### config.mk
export PLATFORM = sky130hd
export DESIGN_NAME = eeprom_access_engine
export DESIGN_NICKNAME = d
export VERILOG_FILES = /design/src/rtl/eeprom_access_engine.sv
export SDC_FILE = /design/constraint.sdc
export NUM_CORES = 1
export LEC_CHECK = 0
export CAP_MARGIN = 20
export CORE_ASPECT_RATIO = 1.75
export CORE_MARGIN = 2
export CORE_UTILIZATION = 55
export DETAILED_ROUTE_END_ITERATION = 7
export PLACE_DENSITY = 0.83
export REMOVE_ABC_BUFFERS = 1
export SLEW_MARGIN = 20
export SYNTH_ARGS = -nofsm -noshare
export SYNTH_HDL_FRONTEND = slang
export SYNTH_SLANG_ARGS = --single-unit
export TNS_END_PERCENT = 10
### constraint.sdc
create_clock -name clk -period 8 [get_ports clk]
set_input_delay 2.4 -clock clk [delete_from_list [all_inputs] [get_ports clk]]
set_output_delay 2.4 -clock clk [all_outputs]
set_load 0.1 [all_outputs]
### src/rtl/eeprom_access_engine.sv
module eeprom_access_engine #(
  parameter int EE_AW   = 16,
  parameter int MEM_AW  = 24,
  parameter int WDW     = 16,
  parameter int WD_INIT = 1000
) (
  input  logic              clk,
  input  logic              rst_n,
  input  logic              reg_wr,
  input  logic [2:0]        reg_sel,
  input  logic [31:0]       reg_wdata,
  output logic [31:0]       reg_rdata,
  output logic              ee_req,
  output logic              ee_we,
  output logic [EE_AW-1:0]  ee_addr,
  output logic [7:0]        ee_wdata,
  input  logic              ee_ack,
  input  logic [7:0]        ee_rdata,
  output logic              mem_we,
  output logic [MEM_AW-1:0] mem_addr,
  output logic [7:0]        mem_wdata
);
  localparam int LOW_W  = 15;
  localparam int BASE_W = MEM_AW - LOW_W;

  typedef enum logic [1:0] {S_IDLE, S_SINGLE, S_BURST} st_t;

  st_t              st;
  logic             rd_pend, wr_pend, err, req_q, we_q, memwe_q;
  logic [7:0]       data_q, hi_q, lo_q, memdata_q;
  logic [EE_AW-1:0] addr_q, cur, nxt;
  logic [BASE_W-1:0] base_q;
  logic [WDW-1:0]   wd_lim, wd_cnt;
  logic [1:0]       phase;
  logic [MEM_AW-1:0] memaddr_q;

  logic busy, bst_act, host_wr, go_rd, go_wr, go_bst, done_ack, timeout, term_hit, at_end;

  assign busy     = st != S_IDLE;
  assign bst_act  = st == S_BURST;
  assign host_wr  = reg_wr && !busy;
  assign go_rd    = host_wr && reg_sel == 3'd0 && reg_wdata[1];
  assign go_wr    = host_wr && reg_sel == 3'd0 && reg_wdata[0] && !reg_wdata[1];
  assign go_bst   = host_wr && reg_sel == 3'd3 && reg_wdata[0];
  assign done_ack = req_q && ee_ack;
  assign timeout  = req_q && !ee_ack && wd_cnt >= wd_lim;
  assign term_hit = bst_act && phase == 2'd1 && {hi_q, ee_rdata} == 16'hFFFF;
  assign at_end   = cur == {EE_AW{1'b1}};

  assign ee_req    = req_q;
  assign ee_we     = we_q;
  assign ee_addr   = cur;
  assign ee_wdata  = data_q;
  assign mem_we    = memwe_q;
  assign mem_addr  = memaddr_q;
  assign mem_wdata = memdata_q;

  always_comb begin
    reg_rdata = '0;
    case (reg_sel)
      3'd0: reg_rdata = {28'd0, err, busy, rd_pend, wr_pend};
      3'd1: reg_rdata = {24'd0, data_q};
      3'd2: reg_rdata = 32'(addr_q);
      3'd3: reg_rdata = {31'd0, bst_act};
      3'd4: reg_rdata = 32'(base_q);
      3'd5: reg_rdata = 32'(wd_lim);
      default: reg_rdata = '0;
    endcase
  end

  always_ff @(posedge clk or negedge rst_n) begin
    if (!rst_n) begin
      st <= S_IDLE;
      rd_pend <= 1'b0; wr_pend <= 1'b0; err <= 1'b0;
      req_q <= 1'b0; we_q <= 1'b0; memwe_q <= 1'b0;
      data_q <= '0; hi_q <= '0; lo_q <= '0; memdata_q <= '0;
      addr_q <= '0; cur <= '0; nxt <= '0; base_q <= '0;
      wd_lim <= WDW'(WD_INIT); wd_cnt <= '0;
      phase <= '0; memaddr_q <= '0;
    end else begin
      memwe_q <= 1'b0;
      if (host_wr) begin
        case (reg_sel)
          3'd1: data_q <= reg_wdata[7:0];
          3'd2: addr_q <= reg_wdata[EE_AW-1:0];
          3'd4: base_q <= reg_wdata[BASE_W-1:0];
          3'd5: wd_lim <= reg_wdata[WDW-1:0];
          default: ;
        endcase
      end
      if (go_rd || go_wr) begin
        st <= S_SINGLE; rd_pend <= go_rd; wr_pend <= go_wr;
        req_q <= 1'b1; we_q <= go_wr; cur <= addr_q; err <= 1'b0; wd_cnt <= '0;
      end
      if (go_bst) begin
        st <= S_BURST; req_q <= 1'b1; we_q <= 1'b0; cur <= nxt;
        phase <= '0; err <= 1'b0; wd_cnt <= '0;
      end
      if (req_q) wd_cnt <= ee_ack ? '0 : wd_cnt + 1'b1;
      if (timeout) begin
        st <= S_IDLE; req_q <= 1'b0; rd_pend <= 1'b0; wr_pend <= 1'b0; err <= 1'b1;
      end
      if (done_ack) begin
        nxt <= cur + 1'b1;
        if (st == S_SINGLE) begin
          st <= S_IDLE; req_q <= 1'b0; rd_pend <= 1'b0; wr_pend <= 1'b0;
          if (!we_q) data_q <= ee_rdata;
        end else begin
          case (phase)
            2'd0: begin hi_q <= ee_rdata; phase <= 2'd1; end
            2'd1: begin lo_q <= ee_rdata; phase <= 2'd2; end
            default: begin
              memwe_q   <= 1'b1;
              memaddr_q <= {base_q, hi_q[6:0], lo_q};
              memdata_q <= ee_rdata;
              phase     <= 2'd0;
            end
          endcase
          if (term_hit || at_end) begin
            st <= S_IDLE; req_q <= 1'b0;
          end else begin
            cur <= cur + 1'b1;
          end
        end
      end
    end
  end
endmodule


==> qor.yml, run 1 <==
outcome: "complete, no violations"
crit_fanout: 9
place_congestion: 0.941
reg2reg_depth: 5
cts_tree: "built"
hold_violations: 0
finalSetupTns_ps: 0
ctsHoldBuffers: 0
busiest_layer: "met2"
viasPerCell: 5.85
crit_path_cell_trace: "clkdlybuf4s50_1, nor2b_1, a22oi_1, o21ai_0, buf_4"
finClkSkew_ps: 9.88
final_layout_size_suffix_gt1_frac: 0.229
antenna_left: 0
cts_resized: 0
grt_max_degree: 81
finalWorstSetupSlack_ps: 1080
ys.flop_type: "dfrtp_1"
clk_latency_ps: 430
cp_data_required_time_ps: 5600
endpoint_kind: "primary output"
drv_cap: 0
tightestPinTransition_ps: 1100
drt_wl_total_um: 19000
drc: 0
mostFrequentLayoutCells: "dfrtp_1 (149), mux2_2 (109), clkdlybuf4s50_1 (88)"
num_rows: 57
area_delta_synth_final_pct: 21.4
grt_use_met1: 0.298
cp.arrival_ps: 4520
crit_path_max_incr_delay_ps: 730
core_region_area_um2: 13800
cts.sinks: 155
die_area_um2: 15100
overflow: 0
fin_nets: 838
clkTransAtPathRegs_ps: 60
die_x_um: 93.6
hold_depth: 2
vias: 5629
cts_setup_buffers: 0
cts_max_level: 4
crit_type: "in2out"
post-place-ws_ps: 1130
rsz0062_at_grt: "false"
netlist.area_leader.share: 0.482
track_usage: 0.264
ys_types: 56
slew_violations: 0
slowest_stage: "clkdlybuf4s50_1"
hpwl_um: 13400
syn_inst: 673
ys_seq_area_frac: 0.503
drtPass1Iterations: 5
netlist_area_um2: 7730
grt_pass1_wl_um: 30800
finalSetupViolCount: 0
grtUsageMet2: 0.464
die_y_um: 161
grtUsageMet3: 0.0633
ys_top_cells_by_area: "dfrtp_1 (48%), mux2_2 (16%), mux2i_1 (4.8%)"
diodes: 0
ys_async_sr_fraction: 1.00
wl_per_cell_um: 19.7
mostFrequentLayoutCell: "dfrtp_1"
first_global_vias: 5996
drt_iter0_markers: 377
max_freq_ghz: 0.145
io_buffers: 105
hold_path.class: "reg2reg"
initial_core_util: 0.559
synth.avg_cell_area_um2: 11.5
relSlewSlack: 0.263
yosysTopAreaCell: "dfrtp_1"
io_pins: 138
cts-root-buf: "clkbuf_16"
fin_crit_sh: 0.865
yosysWarnings: 0
cts_max_path_buffers: 2
numCtsBuffers: 17
synth-edff-count: 0
antenna_found_initial: 0
synth-seq-cells: 155
cp-start-kind: "input pin"
min_period_ps: 6920
-- metal layers --
layer | routed length, um | vias to the layer above | share of wire
li1 | - | 2581 | -
met1 | 6910 | 2817 | 0.36
met2 | 10300 | 181 | 0.54
met3 | 1060 | 50 | 0.056
met4 | 683 | 0 | 0.036
met5 | 0 | - | 0
-- cells in the mapped netlist, types with 6 or more instances --
master and count:
nand4_1 13, dfstp_2 6, a22o_1 9, buf_4 20
mux2_2 109, nor2_1 28, xnor2_1 9, ha_1 18
a21oi_1 23, o21ai_0 44, nand3_1 17, buf_2 8
mux2i_1 37, clkbuf_1 12, nand2_1 59, inv_1 30
dfrtp_1 149
-- worst max-delay path: cells and delay by family --
family / cells / cell delay, ps
buffers and inverters: 2 / 1070
AND/OR/NAND/NOR: 1 / 600
AO/OA/AOI/OAI: 2 / 430
-- sequential cells by signal, indices dropped and copies added, names as in the netlist --
signal and flops:
wr_pend 1, err 1, addr_q 16, nxt 16, ee_req 1, mem_we 1
wd_cnt 16, rd_pend 1, mem_wdata 8, hi_q 8, wd_lim 16, base_q 9
ee_we 1, st 2, lo_q 8, ee_addr 16, phase 2, mem_addr 24
ee_wdata 8
-- cell type report --
cell class / count / area (um^2)
inverters: 30 / 113
clock inverters: 15 / 159
clock buffers: 17 / 425
repair buffers: 111 / 1060
well taps: 177 / 221
flip-flops and latches: 155 / 3890
fillers: 996 / 4450
multi-input cells: 458 / 3520
-- cell families after synthesis --
| family | after synthesis | synth area share |
|---|---|---|
| adder cells (fa/ha/maj) | 18 | 0.0291 |
| other | 1 | 0.000485 |
| buffers and inverters | 75 | 0.0502 |
| flip-flops | 155 | 0.503 |
| multiplexers | 150 | 0.215 |
| AND/OR/NAND/NOR | 153 | 0.101 |
| AO/OA/AOI/OAI | 107 | 0.0848 |
| XOR/XNOR | 14 | 0.0159 |
-- stage by stage --
stage	area, um^2	instances	hold WS [ps]	utilization
2_1_floorplan	7510	643	445	-
3_3_place_gp	8790	931	457	0.635
3_5_place_dp	8790	931	467	0.635
4_1_cts	9370	963	483	0.677
5_1_grt	9380	963	506	0.678
6_report	9380	963	482	0.678
-- worst paths after layout --
kind,from,slack (ps),end
worst min register to register,nxt[2],480,nxt[2]
worst max-delay path,reg_sel[0],1080,reg_rdata[6]
worst min-delay path,nxt[2],480,nxt[2]
min in group asynchronous,rst_n,1990,nxt[3]
max in group asynchronous,rst_n,4850,wd_cnt[9]
worst max register to register,ee_req,5390,ee_addr[10]
Power of run 1 is left out: the tool's default activity adds up to more than one toggle a clock period on the data nets, which glitch-free logic cannot reach.
==> inputs of run 2 (changes only) <==
CORE_UTILIZATION = 43   (was 55)
PLACE_DENSITY = 0.67   (was 0.83)
==> run 2 against run 1 <==
Critical path depth up 2. Non-clock buffer count rose by 1. Via count is 0.83% lower.
==> qor.yml, run 2 (same netlist as run 1, synthesis figures left out) <==
drt_iter0_markers: 313  # -17%
drt_wl_total_um: 19900  # +4.6%
crit_type: "in2out"
core_region_area_um2: 17500  # +27%
diodes: 0  # unchanged
cts_resized: 0  # unchanged
place_congestion: 0.848  # -9.9%
clkTransAtPathRegs_ps: 70  # about the same
grt_pass1_wl_um: 31600  # +2.6%
area_delta_synth_final_pct: 23.7
numCtsBuffers: 17  # unchanged
relSlewSlack: 0.317  # +0.0542
mostFrequentLayoutCell: "dfrtp_1"
drc: 0  # unchanged
cts_max_level: 4  # unchanged
num_rows: 64  # +12%
crit_path_cell_trace: "clkdlybuf4s50_1, inv_1, nand2_1, nor2_2, nand2_1, o21ai_0, buf_12"
crit_top_cell: "nand2_1"
crit_path_max_incr_delay_ps: 600  # -130 ps
slew_violations: 0  # unchanged
fin_crit_sh: 0.853  # -0.0111
ctsHoldBuffers: 0  # unchanged
finalSetupTns_ps: 0  # unchanged
vias: 5582  # -0.83%
overflow: 0  # unchanged
endpoint_kind: "primary output"
hpwl_um: 14400  # +7.4%
cts_tree: "built"
cts_setup_buffers: 0  # unchanged
cts-root-buf: "clkbuf_16"
die_x_um: 105  # +13%
antenna_found_initial: 0  # unchanged
drtPass1Iterations: 5  # unchanged
first_global_vias: 5883  # -1.9%
min_period_ps: 6830  # -88.9 ps
slowest_stage: "nor2_2"
nFillCells: 1506  # +51%
outcome: "complete, no violations"
tightestPinTransition_ps: 1020  # -82.1 ps
track_usage: 0.213  # -0.0518
finalSetupViolCount: 0  # unchanged
io_buffers: 105  # unchanged
finClkSkew_ps: 15.1  # +5.23 ps
clk_latency_ps: 430  # about the same
die_y_um: 181  # +13%
hold_violations: 0  # unchanged
viasPerCell: 5.48  # -6.2%
initial_core_util: 0.441  # -0.118
cts_max_path_buffers: 2  # unchanged
wl_per_cell_um: 19.5  # -1.1%
max_freq_ghz: 0.146  # +1.3%
final_layout_size_suffix_gt1_frac: 0.231  # +0.00225
cp-start-kind: "input pin"
cp_data_required_time_ps: 5600  # about the same
mostFrequentLayoutCells: "dfrtp_1 (149), mux2_2 (109), clkdlybuf4s50_1 (88)"
antenna_left: 0  # unchanged
fin_nets: 839  # +0.12%
cp.arrival_ps: 4430  # -90 ps
rsz0062_at_grt: "false"
crit_fanout: 12  # +3
largest_reg_flops: 24  # unchanged
io_pins: 138  # unchanged
drv_cap: 0  # unchanged
die_area_um2: 19100  # +27%
hold_path.class: "reg2reg"
cts.sinks: 155  # unchanged
grt_max_degree: 94  # +16%
[run 2: cell types whose count changed in the layout (fill, tap and decap cells not counted)]
cell	change
inv_8	+4
clkinv_4	-2
buf_4	-5
nor2_2	+1
nor2_1	-1
buf_12	+7
buf_6	-1
clkinvlp_4	-1
inv_6	-1
[run 2: layer usage]
layer / share of wire / routed length, um / GRT usage / vias to the layer above
met5: 0 / 0 / 0 / -
met4: 0.030 / 588 / 0.0907 / 0
met3: 0.047 / 931 / 0.0473 / 37
met2: 0.56 / 11100 / 0.396 / 146
met1: 0.36 / 7220 / 0.226 / 2823
li1: - / - / - / 2576
[run 2: worst paths after layout]
| kind | end | start | slack (ps) | depth (start not counted) |
|---|---|---|---|---|
| max | reg_rdata[6] | reg_sel[2] | 1170 | 7 |
| min | nxt[1] | nxt[1] | 480 | 2 |
| max reg2reg | ee_addr[9] | ee_req | 5390 | 5 |
| min reg2reg | nxt[1] | nxt[1] | 480 | 2 |
| max in group asynchronous | addr_q[1] | rst_n | 4590 | 2 |
| min in group asynchronous | mem_addr[8] | rst_n | 2010 | 1 |
[run 2: final cells by class]
class / count / area, um^2 / share of cell area
inverter: 30 / 113 / 0.0118
sequential: 155 / 3890 / 0.407
timing repair buffer: 112 / 1150 / 0.121
tap: 231 / 289 / 0.0302
multi-input combinational: 458 / 3520 / 0.368
clock buffer: 17 / 425 / 0.0445
clock inverter: 15 / 170 / 0.0178
[run 2: worst max-delay path, delay by kind of cell]
kind,cells,cell delay (ps)
AOI/OAI and AO/OA,1,250
and+or+nand+nor,3,850
buffers and inverters,3,920
[run 2: stage by stage]
stage	setup WS (ps)	cells	util	hold slack, ps	area, um^2
global route	1130	1018	0.545	496	9560
floorplan	620	643	-	445	7510
detailed placement	914	986	0.511	469	8960
CTS	907	1018	0.545	486	9550
global placement	947	986	0.510	457	8950
finish	1170	1018	0.545	485	9560
Power of run 2 is left out for the same reason.
